==> src/rtl/capsense_chain_pkg.sv <==
package capsense_chain_pkg;
  localparam int WORD_W  = 10;
  localparam int PHASE_W = 9;
  localparam int GAIN_W  = 2;
  typedef logic [WORD_W-1:0] word_t;
endpackage

==> src/rtl/capsense_bit_sync.sv <==
module capsense_bit_sync #(
  parameter int WIDTH  = 2,
  parameter int STAGES = 2
) (
  input  logic             clk,
  input  logic             rst_n,
  input  logic [WIDTH-1:0] async_i,
  output logic [WIDTH-1:0] level_o
);
  logic [STAGES-1:0] pipe_q [WIDTH];

  for (genvar b = 0; b < WIDTH; b++) begin : g_bit
    always_ff @(posedge clk or negedge rst_n) begin
      if (!rst_n) pipe_q[b] <= '0;
      else        pipe_q[b] <= {pipe_q[b][STAGES-2:0], async_i[b]};
    end
    assign level_o[b] = pipe_q[b][STAGES-1];
  end
endmodule

==> src/rtl/capsense_word_chain.sv <==
module capsense_word_chain
  import capsense_chain_pkg::*;
#(
  parameter int N_CH = 4
) (
  input  logic                   clk,
  input  logic                   rst_n,
  input  logic                   shift_en,
  input  logic                   load_en,
  input  word_t                  ser_in,
  input  logic [N_CH*WORD_W-1:0] par_in,
  output word_t                  ser_out,
  output logic [PHASE_W-1:0]     ph_tap,
  output logic [GAIN_W-1:0]      gn_tap
);
  word_t stage_q [N_CH];

  for (genvar k = 0; k < N_CH; k++) begin : g_stage
    word_t upstream;
    if (k == 0) begin : g_head
      assign upstream = ser_in;
    end else begin : g_body
      assign upstream = stage_q[k-1];
    end

    always_ff @(posedge clk or negedge rst_n) begin
      if (!rst_n)        stage_q[k] <= '0;
      else if (load_en)  stage_q[k] <= par_in[k*WORD_W +: WORD_W];
      else if (shift_en) stage_q[k] <= upstream;
    end
  end

  assign ser_out = stage_q[N_CH-1];
  assign ph_tap  = stage_q[0][PHASE_W-1:0];
  assign gn_tap  = stage_q[1][GAIN_W-1:0];
endmodule

==> src/rtl/capsense_cfg_regs.sv <==
module capsense_cfg_regs
  import capsense_chain_pkg::*;
(
  input  logic               clk,
  input  logic               rst_n,
  input  logic               commit,
  input  logic [PHASE_W-1:0] ph_tap,
  input  logic [GAIN_W-1:0]  gn_tap,
  output logic [PHASE_W-1:0] phase,
  output logic [GAIN_W-1:0]  gain
);
  always_ff @(posedge clk or negedge rst_n) begin
    if (!rst_n) begin
      phase <= '0;
      gain  <= '0;
    end else if (commit) begin
      phase <= ph_tap;
      gain  <= gn_tap;
    end
  end
endmodule

==> src/rtl/capsense_chain.sv <==
module capsense_chain
  import capsense_chain_pkg::*;
#(
  parameter int N_CH        = 4,
  parameter int SYNC_STAGES = 2
) (
  input  logic                   clk,
  input  logic                   rst_n,
  input  logic                   strobe_i,
  input  logic                   sync_i,
  input  logic [WORD_W-1:0]      ser_in_i,
  input  logic [N_CH*WORD_W-1:0] results_i,
  output logic [WORD_W-1:0]      ser_out_o,
  output logic [PHASE_W-1:0]     phase_o,
  output logic [GAIN_W-1:0]      gain_o
);
  localparam int CTL_W   = 2;
  localparam int CTL_STB = 0;
  localparam int CTL_SYN = 1;

  logic [CTL_W-1:0]   ctl_lvl;
  logic [CTL_W-1:0]   ctl_lvl_d;
  logic [CTL_W-1:0]   ctl_rise;
  logic               strobe_rise;
  logic               sync_lvl;
  logic               sync_rise;
  logic [PHASE_W-1:0] ph_tap;
  logic [GAIN_W-1:0]  gn_tap;

  capsense_bit_sync #(.WIDTH(CTL_W), .STAGES(SYNC_STAGES)) u_sync (
    .clk     (clk),
    .rst_n   (rst_n),
    .async_i ({sync_i, strobe_i}),
    .level_o (ctl_lvl)
  );

  always_ff @(posedge clk or negedge rst_n) begin
    if (!rst_n) ctl_lvl_d <= '0;
    else        ctl_lvl_d <= ctl_lvl;
  end

  assign ctl_rise    = ctl_lvl & ~ctl_lvl_d;
  assign strobe_rise = ctl_rise[CTL_STB];
  assign sync_rise   = ctl_rise[CTL_SYN];
  assign sync_lvl    = ctl_lvl[CTL_SYN];

  capsense_word_chain #(.N_CH(N_CH)) u_chain (
    .clk      (clk),
    .rst_n    (rst_n),
    .shift_en (strobe_rise & ~sync_lvl),
    .load_en  (strobe_rise & sync_lvl),
    .ser_in   (ser_in_i),
    .par_in   (results_i),
    .ser_out  (ser_out_o),
    .ph_tap   (ph_tap),
    .gn_tap   (gn_tap)
  );

  capsense_cfg_regs u_cfg (
    .clk    (clk),
    .rst_n  (rst_n),
    .commit (sync_rise),
    .ph_tap (ph_tap),
    .gn_tap (gn_tap),
    .phase  (phase_o),
    .gain   (gain_o)
  );
endmodule

==> config.mk <==
export PLATFORM = sky130hd
export DESIGN_NAME = capsense_chain
export DESIGN_NICKNAME = d
export VERILOG_FILES = /design/src/rtl/capsense_chain_pkg.sv /design/src/rtl/capsense_bit_sync.sv /design/src/rtl/capsense_word_chain.sv /design/src/rtl/capsense_cfg_regs.sv /design/src/rtl/capsense_chain.sv
export SDC_FILE = /design/constraint.sdc
export NUM_CORES = 1
export LEC_CHECK = 0
export ABC_AREA = 1
export BUFFER_PORTS_ARGS = -buffer_cell sky130_fd_sc_hd__buf_2
export CORE_MARGIN = 2
export CORE_UTILIZATION = 52
export CTS_CLUSTER_DIAMETER = 100
export DETAILED_ROUTE_END_ITERATION = 16
export GPL_TIMING_DRIVEN = 0
export PLACE_DENSITY = 0.79
export SYNTH_ARGS = -nofsm -noshare
export SYNTH_HDL_FRONTEND = slang
export SYNTH_SLANG_ARGS = --single-unit
==> constraint.sdc <==
create_clock -name clk -period 1.2 [get_ports clk]
set_input_delay 0.24 -clock clk [delete_from_list [all_inputs] [get_ports clk]]
set_output_delay 0.24 -clock clk [all_outputs]
set_load 0.005 [all_outputs]
# Word level (Yosys, flattened, before mapping)
# Cells that the tools add are included.
[word_totals] out_inout_bits=21 input_bits=54 regBits=57 wordCells=23
[classes] n_reduce_logical=1 mux=8 bitwise=5
[ops] cell="2-to-1 mux 10 bit" n=8
[ops] cell="bitwise AND 1 bit" n=2
[ops] cell="bitwise AND 2 bit" n=1
[ops] cell="inverter 2 bit" n=1
[ops] cell="nonzero test 2 bit" n=1
[ops] cell="inverter 1 bit" n=1

# Longest topological paths before layout
# Gate-level depths: netlist of run 1.
[logic_depth] depth_word=5 depth_mapped=7 ltp_nobuf=5

# Cells and area by module
# From an unflattened synthesis of run 1, not the netlist that was laid out.
[hier_totals] cells_unflattened=292 area_unflattened_um2=2551.2
[by_module_without_submodules] mod="capsense_word_chain" seq_area_each_um2=1001.0 area_each_um2=1941.9 n_inst=1 cells_each=231
[by_module_without_submodules] mod="capsense_cfg_regs" seq_area_each_um2=275.3 area_each_um2=421.7 n_inst=1 cells_each=47
[by_module_without_submodules] mod="capsense_bit_sync" seq_area_each_um2=100.1 area_each_um2=115.1 n_inst=1 cells_each=6
[by_module_without_submodules] mod="capsense_chain" seq_area_each_um2=50.0 area_each_um2=72.6 n_inst=1 cells_each=8

# Least setup slack after synthesis of run 1
# OpenSTA, ideal clock, no wires.
[synth_timing] path_kind="reg-to-reg" start="register u_sync.pipe_q, in the netlist u_sync.level_o[1]" end="register u_chain.stage_q, in the netlist u_chain.g_stage[2].upstream[9]" setup_slack_ns=0.168 setup_time_ns=0.117 path_buffers=2 t_arrival_ns=0.914 path_stages_with_launch=6 period_less_slack_ns=1.032 required_ns=1.083 path_cell_list="dfrtp_1 buf_6 buf_6 or2_0 nand3_1 nand2_1"
[synth_via] elab_chain_len=3 elab_cells_between_ends=5 cone_classes="1 x mux; 3 x bitwise; 1 x reduce/logical"
[synth_rtl] item="start, declared" line_no="capsense_bit_sync.sv:10" text="logic [STAGES-1:0] pipe_q [WIDTH];"
[synth_rtl] item="start signal, assigned by index" line_no="capsense_bit_sync.sv:15" text="else pipe_q[b] <= {pipe_q[b][STAGES-2:0], async_i[b]};"
[synth_rtl] item="inverter 1 bit" line_no="capsense_chain.sv:50" text=".shift_en (strobe_rise & ~sync_lvl),"
[synth_rtl] item="bitwise AND 1 bit" line_no="capsense_chain.sv:50"
[synth_rtl] item="nonzero test 2 bit (no line)"
[synth_rtl] item="end signal, assigned by index" line_no="capsense_word_chain.sv:28" text="else if (load_en) stage_q[k] <= par_in[k*WORD_W +: WORD_W];"
[synth_rtl] item="end signal, assigned by index" line_no="capsense_word_chain.sv:29" text="else if (shift_en) stage_q[k] <= upstream;"
[synth_rtl] item="end, declared" line_no="capsense_word_chain.sv:16" text="word_t stage_q [N_CH];"
# Several ways; a longest one is shown, not always the timed one.
# A chain may end at the register's enable or synchronous reset.

# Worst setup path after layout of run 1
# Ends and elaborated chain as after synthesis.

==> impl_metrics.toml, run 1 <==
[run_status]
status = "completed"

[layout]
syn_to_final_growth_pct = 27.3
fin_util = 0.680
nNetsFinal = 498
layout.cells.non_filler = 519
diodes = 0
drive_above_1_share = 0.249

[synth]
yosys.area.top_type = "dfrtp_1"
synth_seq_cells = 57
yosys.cell_count.top_type = "nand2_1"
syn_area_sq_um = 2710
synthMuxAreaShare = 0
synth-xor-area-share = 0
yosys-top-cells-area = "dfrtp_1 (53%), nand2_1 (21%), inv_1 (6.8%), nand3_1 (6.7%), or2_0 (4.6%)"
ys_seq_area_frac = 0.527
yosys_warnings = 0
synth_top_area_frac = 0.527
synthSimpleGateAreaFrac = 0.339
synthFlopType = "dfrtp_1"
synth-edff-count = 0
syn_nets = 410
synth-compound-area-share = 0.0203
synthAdderAreaFrac = 0
syn_inst = 356
synth_commonest_cells = "nand2_1 (148), dfrtp_1 (57), inv_1 (49)"
async_flop_share = 1.00
synth_area_per_cell_sq_um = 7.61
synth_cell_type_count = 14
synth_top_family_by_area = "simple AND/OR/NAND/NOR gates"

[min_path]
holdCritPathClass = "input port to flip-flop"
whs_path_depth = 5

[floorplan]
start_util = 0.534
pin_count = 75
core_region_area_sq_um = 5070
rows = 26
die_area_sq_um = 5800
fp.dieH_microns = 76.2
die_x_microns = 76.2

[grt]
grt_max_degree = 58
met1_usage = 0.290
grt_pass1_vias = 2297
grt_use_total = 0.228
grtUsageMet3 = 0.0628
grt_pass1_wl_microns = 10300
antenna_found_initial = 0
busiest_layer = "met2"
use_met2 = 0.372
overflow = 0

[power]
ir_worst_vdd_mv = 0.862
power_leakage_nw = 2.01
power.total_mw = 5.38
p_per_area_nw_per_um2 = 1560

[run]
drv_cap = 0

[worst_setup_path]
arrival_ns = 1.36
required_ns = 1.42
crit_fanout = 10
path_class = "flip-flop to flip-flop"
crit_path_end_kind = "flip-flop"
cp-start-kind = "flip-flop"
reg2reg_depth = 5

[timing]
relSlewSlack = 0.533
rsz0062_at_grt = "no"
setup_viol = 0
timing.final.crit_share = 0.946
hold_viol_final = 0
max_freq_ghz = 0.881
tightest_slew_ns = 0.701
period_needed_ns = 1.14
finalMaxSlewViolations = 0
skew_ns = 0.00968

[clock_tree]
cts_tree = "done"
cts.clk_slew.worst_paths_ns = 0.07
clk_latency_ns = 0.34
clockBufferDepth = 2
htreeDepth = 3
clock_sinks = 57
root_buffer = "clkbuf_8"
post_cts_buffers = 0
cts_made_buffers = 9

[routing]
num_vias = 2401
via_per_inst = 4.63
finalWirelength_microns = 6110
drtIter0Drc = 160
drc_errors = 0
postRouteAntennaNets = 0
wl_per_cell_microns = 11.8
dr.pass1.iters = 5

[placement]
hpwl_microns = 4260
io_buffers = 74
dp.cells = 500
gp_congestion = 0.834
[stage by stage]
| step | instance area (sq um) | setup TNS, ns | setup slack (ns) | hold WS (ns) |
|---|---|---|---|---|
| 2_1_floorplan | 2710 | 0 | 0.168 | -0.0556 |
| 3_3_place_gp | 3170 | -8.86 | -0.158 | 0.336 |
| 3_5_place_dp | 3170 | -9.52 | -0.169 | 0.335 |
| 4_1_cts | 3410 | 0 | 0.0524 | 0.000384 |
| 5_1_grt | 3450 | 0 | 0.000177 | 0.192 |
| 6_report | 3450 | 0 | 0.0645 | 0.200 |
[power by group]
group          internal (mW)  switching, mW  leakage (nW)
Sequential              2.20          0.141         0.682
Combinational          0.374          0.467          1.21
Clock                   1.43          0.766         0.120
[worst paths after layout]
check | start | to | slack, ns
max in group asynchronous | rst_n | u_sync.pipe_q[2]$_DFF_PN0_ | 0.24
worst min-delay path | results_i[25] | u_chain.g_stage[3].upstream[5]$_DFFE_PN0P_ | 0.20
worst max-delay path | u_sync.level_o[1]$_DFF_PN0_ | u_chain.g_stage[2].upstream[9]$_DFFE_PN0P_ | 0.06
min in group asynchronous | rst_n | u_chain.g_stage[1].upstream[8]$_DFFE_PN0P_ | 0.48
worst max register to register | u_sync.level_o[1]$_DFF_PN0_ | u_chain.g_stage[2].upstream[9]$_DFFE_PN0P_ | 0.06
worst min register to register | u_sync.pipe_q[0]$_DFF_PN0_ | u_sync.level_o[1]$_DFF_PN0_ | 0.35
[sequential cells by signal, summed over array words and instances, names as in the netlist]
name                      flops
u_sync.pipe_q                 2
u_cfg.gain                    2
u_chain.ser_out              10
u_chain.g_stage.upstream     30
ctl_lvl_d                     2
u_cfg.phase                   9
u_sync.level_o                2
[kinds of logic (layout without fill, tap and decap cells)]
| group | after synthesis | in the layout |
|---|---|---|
| buf+inv | 70 | 163 |
| compound gates | 11 | 11 |
| simple gates | 218 | 218 |
| flops | 57 | 57 |
[final cells by class]
class                   count  area (sq um)
plain buffers              19           124
clock buffers              11           141
clock inverters             5           103
fillers                   443          1630
inverters                  51           191
multi-input cells         229           973
flip-flops and latches     57          1430
well taps                  70          87.6
repair buffers             77           403
[cells in the final DEF, fill, tap and decap left out, types with 2 or more instances in the layout]
| cell type | n |
|---|---|
| nand2_1 | 148 |
| buf_2 | 84 |
| dfrtp_1 | 57 |
| inv_1 | 49 |
| nand3_1 | 36 |
| or2_0 | 20 |
| nor2_1 | 12 |
| o21ai_0 | 11 |
| clkbuf_8 | 10 |
| buf_6 | 3 |
| buf_4 | 3 |
| bufinv_16 | 3 |
| dlygate4sd3_1 | 3 |
| inv_2 | 2 |
| clkbuf_4 | 2 |
[metal layers]
| metal | wire length, microns | vias up |
|---|---|---|
| met5 | 0 | - |
| met2 | 2970 | 82 |
| met4 | 96 | 0 |
| met1 | 2670 | 1075 |
| met3 | 376 | 12 |
| li1 | - | 1232 |
[what timing repair did]
| action | in CTS | in global routing |
|---|---|---|
| cloned | 0 | 0 |
| resized for setup | 1 | 2 |
| hold buffers | 0 | 3 |
| endpoints found under the hold margin | 0 | 3 |
| endpoints found under the setup margin | 8 | 9 |
[critical path: stages, from the launching register on]
cell and delay [ns]:
dfrtp_1 0.39, buf_6 0.15, buf_6 0.13, or2_0 0.22
nand3_1 0.07, nand2_1 0.06
Note: power is estimated with default switching activity, not from simulation.
==> run 2, diff against run 1 <==
--- a/config.mk
+++ b/config.mk
@@ -12,7 +12,7 @@
 export CTS_CLUSTER_DIAMETER = 100
 export DETAILED_ROUTE_END_ITERATION = 16
 export GPL_TIMING_DRIVEN = 0
-export PLACE_DENSITY = 0.79
+export PLACE_DENSITY = 0.87
 export SYNTH_ARGS = -nofsm -noshare
 export SYNTH_HDL_FRONTEND = slang
 export SYNTH_SLANG_ARGS = --single-unit
==> run 2 against run 1 <==
  * The flow now finishes with violations (negative hold slack)
  * Setup slack got worse by 0.017 ns
  * Non-clock buffer count down 3
  * Wire length increased by 0.93%
  * Critical path type unchanged
  * Sequential share of layout area increased by 0.67 points
  * Largest cell class unchanged
  * Maximum frequency down 1.5%
  * Critical path depth unchanged
  * Final cell count down 0.58%
  * Power fell by 7.3%
  * Global-route usage shrank 0.21 points
==> impl_metrics.toml, run 2 (synthesis gave the netlist of run 1 again) <==
[layout]
diodes = 0
syn_to_final_growth_pct = 25.3
final_common_cell = "nand2_1"
mostFrequentLayoutCells = "nand2_1 (148), buf_2 (83), dfrtp_1 (57)"
regArea_sq_um = 1430
fillers = 424
nNetsFinal = 495
drive_above_1_share = 0.256
largest_reg_flops = 30
multi_input_area_sq_um = 978

[routing]
num_vias = 2482
drc_errors = 0
wl_met1_microns = 2670
via_per_inst = 4.81
wl_met3_microns = 385
wl_met2_microns = 2970
wl_per_cell_microns = 11.9
top_layer = "met4"
finalWirelength_microns = 6170
drtIter0Drc = 150
postRouteAntennaNets = 0
dr.pass1.iters = 5

[clock_tree]
cts_tree = "done"
clock_sinks = 57
root_buffer = "clkbuf_8"
cts_made_buffers = 9
clk_latency_ns = 0.33
cts.clk_slew.worst_paths_ns = 0.06
clockBufferDepth = 2
htreeDepth = 3

[placement]
dp_slack_ns = -0.150
io_buffers = 74
gp_congestion = 0.818
hpwl_microns = 4260

[run_status]
status = "finished with violations"
failed_checks = "negative hold slack"

[worst_setup_path]
path_class = "flip-flop to flip-flop"
cp_cell_sequence = "buf_6, buf_6, or2_0, nand3_1, nand2_1"
crit_path_end_kind = "flip-flop"
crit_family = "flip-flops"
crit_fanout = 10
r2r_slack_ns = 0.05
reg2reg_depth = 5
cp-start-kind = "flip-flop"
setup.worst_path.start = "u_sync.level_o[1]$_DFF_PN0_"
rr_endpoint = "u_chain.g_stage[2].upstream[9]$_DFFE_PN0P_"
cp_common_cell = "buf_6"
cp.buffers_inverters = 2
cpMaxStageDelayCell = "dfrtp_1"
r2r_start = "u_sync.level_o[1]$_DFF_PN0_"
arrival_ns = 1.37
max_stage_delay_ns = 0.40
required_ns = 1.42

[timing]
relSlewSlack = 0.535
fin_setup_tns_ns = 0
setup_viol = 0
skew_ns = 0.00685
timing.final.crit_share = 0.960
max_freq_ghz = 0.868
period_needed_ns = 1.15
worst_hold_slack_ns = -0.0469
tightest_slew_ns = 0.697
layout_setup_ws_ns = 0.0476
finalMaxSlewViolations = 0
rsz0062_at_grt = "no"
hold_viol_final = 57

[power]
p_seq_frac = 0.471
combPwrFrac = 0.169
power_leakage_nw = 2.00
sw_frac_of_total = 0.267
switching_power_mw = 1.33
p_per_area_nw_per_um2 = 1470
ir_worst_vdd_mv = 0.737
intPower_mw = 3.66
p_clk_frac = 0.360

[grt]
grt_pass1_wl_microns = 10200
grt_pass1_vias = 2370
grt_use_total = 0.226
grt_max_degree = 58
overflow = 0
antenna_found_initial = 0

[floorplan]
start_util = 0.534
die_x_microns = 76.2
core_region_area_sq_um = 5070
die_area_sq_um = 5800
fp.dieH_microns = 76.2
rows = 26
pin_count = 75

[min_path]
holdCritPathClass = "input port to asynchronous set/reset pin"

[run]
drv_cap = 0
run 2: worst reg2reg max path: stages, from the launching register on:
cell,delay [ns]
dfrtp_1,0.40
buf_6,0.15
buf_6,0.13
or2_0,0.23
nand3_1,0.08
nand2_1,0.05
run 2: through the flow:
stage	hold WS, ns	power (mW)	area [sq um]	std cells	util
finish	-0.0469	4.99	3390	516	0.669
global route	0.0103	5.22	3390	516	0.669
CTS	0.00245	5.00	3380	516	0.666
detailed placement	0.335	3.20	3170	500	0.624
global placement	0.334	3.16	3170	500	0.624
floorplan	-0.0556	2.83	2710	356	-
run 2: routing by layer:
layer / GRT usage / vias to the layer above
met5: 0 / -
met4: 0.122 / 0
met3: 0.0486 / 11
met2: 0.376 / 105
met1: 0.277 / 1137
li1: - / 1229
run 2: power groups by stage:
stage	combinational (mW)	clock, mW	sequential (mW)
6_report	0.843	1.80	2.35
5_1_grt	0.963	1.88	2.38
4_1_cts	0.841	1.81	2.34
3_5_place_dp	0.829	0	2.38
3_3_place_gp	0.800	0	2.36
2_1_floorplan	0.468	0	2.36
run 2: layout make-up:
| cell class | instances | area share |
|---|---|---|
| inverters | 51 | 0.0564 |
| flip-flops and latches | 57 | 0.420 |
| multi-input cells | 229 | 0.288 |
| well taps | 70 | 0.0258 |
| clock buffers | 15 | 0.0608 |
| plain buffers | 19 | 0.0372 |
| clock inverters | 1 | 0.00147 |
| repair buffers | 74 | 0.110 |
run 2: worst max-delay path by stage:
stage / endpoint / cells past startpoint
detailed placement: u_chain.g_stage[2].upstream[9]$_DFFE_PN0P_ / 1
finish: u_chain.g_stage[2].upstream[9]$_DFFE_PN0P_ / 5
global route: u_chain.g_stage[2].upstream[9]$_DFFE_PN0P_ / 5
global placement: u_sync.pipe_q[2]$_DFF_PN0_ / 1
CTS: u_chain.g_stage[2].upstream[9]$_DFFE_PN0P_ / 5
floorplan: u_chain.g_stage[2].upstream[9]$_DFFE_PN0P_ / 5
run 2: repair_timing:
item / in CTS / in global routing
pin swaps: 0 / 2
buffers inserted: 0 / 0
setup endpoints to repair: 10 / 7
gates resized for setup: 1 / 6
hold buffers: 0 / 0
==> run 3, diff against run 2 <==
--- a/config.mk
+++ b/config.mk
@@ -6,13 +6,13 @@
 export NUM_CORES = 1
 export LEC_CHECK = 0
 export ABC_AREA = 1
-export BUFFER_PORTS_ARGS = -buffer_cell sky130_fd_sc_hd__buf_2
 export CORE_MARGIN = 2
-export CORE_UTILIZATION = 52
+export CORE_UTILIZATION = 55
 export CTS_CLUSTER_DIAMETER = 100
 export DETAILED_ROUTE_END_ITERATION = 16
+export DONT_BUFFER_PORTS = 1
 export GPL_TIMING_DRIVEN = 0
-export PLACE_DENSITY = 0.87
+export PLACE_DENSITY = 0.78
 export SYNTH_ARGS = -nofsm -noshare
 export SYNTH_HDL_FRONTEND = slang
 export SYNTH_SLANG_ARGS = --single-unit
==> run 3 against run 2 <==
  * Flip-flop and latch count did not move
  * Hold slack got worse by 0.36 ns
  * The flow still finishes with violations (negative hold slack)
  * Non-clock buffer count fell by 72
  * Final cell count fell by 15%
  * Count of clock-buffer cells in the layout fell by 2
  * Setup slack improved by 0.039 ns
  * Highest routed layer unchanged
  * Sequential share of layout area rose by 5.6 points
==> impl_metrics.toml, run 3 (synthesis gave the netlist of run 1 again) <==
[placement]
hpwl_microns = 3890
io_buffers = 0
gp_congestion = 0.823
dpl_cell_area_sq_um = 2790
dp_slack_ns = -0.0502

[layout]
syn_to_final_growth_pct = 10.5
final_design_area_no_fill_sq_um = 2990
nNetsFinal = 423
diodes = 0
mostFrequentLayoutCells = "nand2_1 (148), dfrtp_1 (57), inv_1 (49)"
fin_util = 0.634
final_common_cell = "nand2_1"
drive_above_1_share = 0.0989
largest_reg_flops = 30

[worst_setup_path]
cpMaxStageDelayCell = "dfrtp_1"
r2r_start = "u_sync.level_o[1]$_DFF_PN0_"
cp_common_cell = "buf_6"
max_stage_delay_ns = 0.38
cp-start-kind = "flip-flop"
reg2reg_depth = 5
arrival_ns = 1.34
required_ns = 1.43
crit_fanout = 10
path_class = "flip-flop to flip-flop"
cp_cell_sequence = "buf_6, buf_6, or2_0, nand3_1, nand2_1"
crit_path_end_kind = "flip-flop"
r2r_slack_ns = 0.09
rr_endpoint = "u_chain.g_stage[2].upstream[9]$_DFFE_PN0P_"

[clock_tree]
htreeDepth = 3
cts_hold_buf = 2
cts_tree = "done"
cts_made_buffers = 9
clk_latency_ns = 0.34
cts.clk_slew.worst_paths_ns = 0.06
clockBufferDepth = 2
clock_sinks = 57
post_cts_buffers = 0
root_buffer = "clkbuf_8"

[floorplan]
rows = 25
pin_count = 75
fp.dieH_microns = 74.2
die_area_sq_um = 5500
core_region_area_sq_um = 4720
die_x_microns = 74.2
start_util = 0.574

[routing]
drc_errors = 0
wl_per_cell_microns = 12.8
via_per_inst = 4.89
postRouteAntennaNets = 0
finalWirelength_microns = 5640
drtIter0Drc = 132
num_vias = 2157
dr.pass1.iters = 4

[power]
power_leakage_nw = 1.68
ir_worst_vdd_mv = 0.721
power.total_mw = 4.54
p_per_area_nw_per_um2 = 1520

[timing]
setup_viol = 0
skew_ns = 0.00545
max_freq_ghz = 0.898
relSlewSlack = 0.856
rsz0062_at_grt = "no"
tightest_slew_ns = 0.216
finalMaxSlewViolations = 0
worst_hold_slack_ns = -0.411
layout_setup_ws_ns = 0.0865
period_needed_ns = 1.11
timing.final.crit_share = 0.928
hold_viol_final = 57

[grt]
grt_use_total = 0.230
antenna_found_initial = 0
grt_pass1_wl_microns = 9290
grt_max_degree = 58
grt_pass1_vias = 2122
overflow = 0

[min_path]
holdCritPathClass = "input port to asynchronous set/reset pin"

[run_status]
failed_checks = "negative hold slack"
status = "finished with violations"

[run]
drv_cap = 0
## run 3: changes by cell type in the layout (fill, tap and decap cells not counted), moves of 2 or more
cell / change
clkbuf_4: -2
dlygate4sd3_1: +2
buf_2: -72
clkbuf_1: +2
clkinv_2: +2
clkbuf_8: -4
## run 3: layout make-up
cell class	instances	area, sq um
tap	67	83.8
buffer	19	124
multi-input combinational	229	973
inverter	51	191
clock inverter	3	15.0
clock buffer	13	159
timing repair buffer	2	20.0
sequential	57	1430
fill	420	1730
## run 3: power breakdown
group / leakage, nW / internal (mW) / switching, mW / total, mW
clock network: 0.0932 / 0.852 / 0.730 / 1.58
registers: 0.682 / 2.20 / 0.172 / 2.38
logic: 0.910 / 0.238 / 0.343 / 0.581
total: 1.68 / 3.29 / 1.25 / 4.54
## run 3: stage by stage
stage | TNS [ns] | instances
after floorplan | 0 | 356
after global placement | 0 | 423
after detailed placement | -0.122 | 423
after CTS | 0 | 441
after global routing | 0 | 441
final | 0 | 441
## run 3: routing by layer
layer	vias up	GRT usage	wire length, microns
met5	-	0	0
met2	89	0.359	2510
met3	15	0.0691	418
met4	0	0.133	137
li1	1086	-	-
met1	967	0.284	2570
## run 3: timing repair
| item | in CTS | in global routing |
|---|---|---|
| endpoints found under the hold margin | 59 | 57 |
| endpoints found under the setup margin | 10 | 4 |
| gates resized for setup | 1 | 3 |
## run 3: worst max-delay path: cells and delay by family (launching register included)
family	cells	cell delay, ns
AND/OR/NAND/NOR	3	0.34
flip-flops	1	0.38
buffers and inverters	2	0.27
## run 3: worst max path at each step
stage                     cells after the start                                    endpoint                         from  slack [ns]
after CTS                                     6  u_chain.g_stage[2].upstream[4]$_DFFE_PN0P_  u_sync.level_o[1]$_DFF_PN0_        0.05
final                                         5  u_chain.g_stage[2].upstream[9]$_DFFE_PN0P_  u_sync.level_o[1]$_DFF_PN0_        0.09
after detailed placement                      4                  u_cfg.phase[4]$_DFFE_PN0P_  u_sync.level_o[1]$_DFF_PN0_       -0.05
after floorplan                               5  u_chain.g_stage[2].upstream[9]$_DFFE_PN0P_  u_sync.level_o[1]$_DFF_PN0_        0.17
after global placement                        4                  u_cfg.phase[0]$_DFFE_PN0P_  u_sync.level_o[1]$_DFF_PN0_        0.02
after global routing                          5                  u_cfg.phase[4]$_DFFE_PN0P_  u_sync.level_o[1]$_DFF_PN0_       0.003
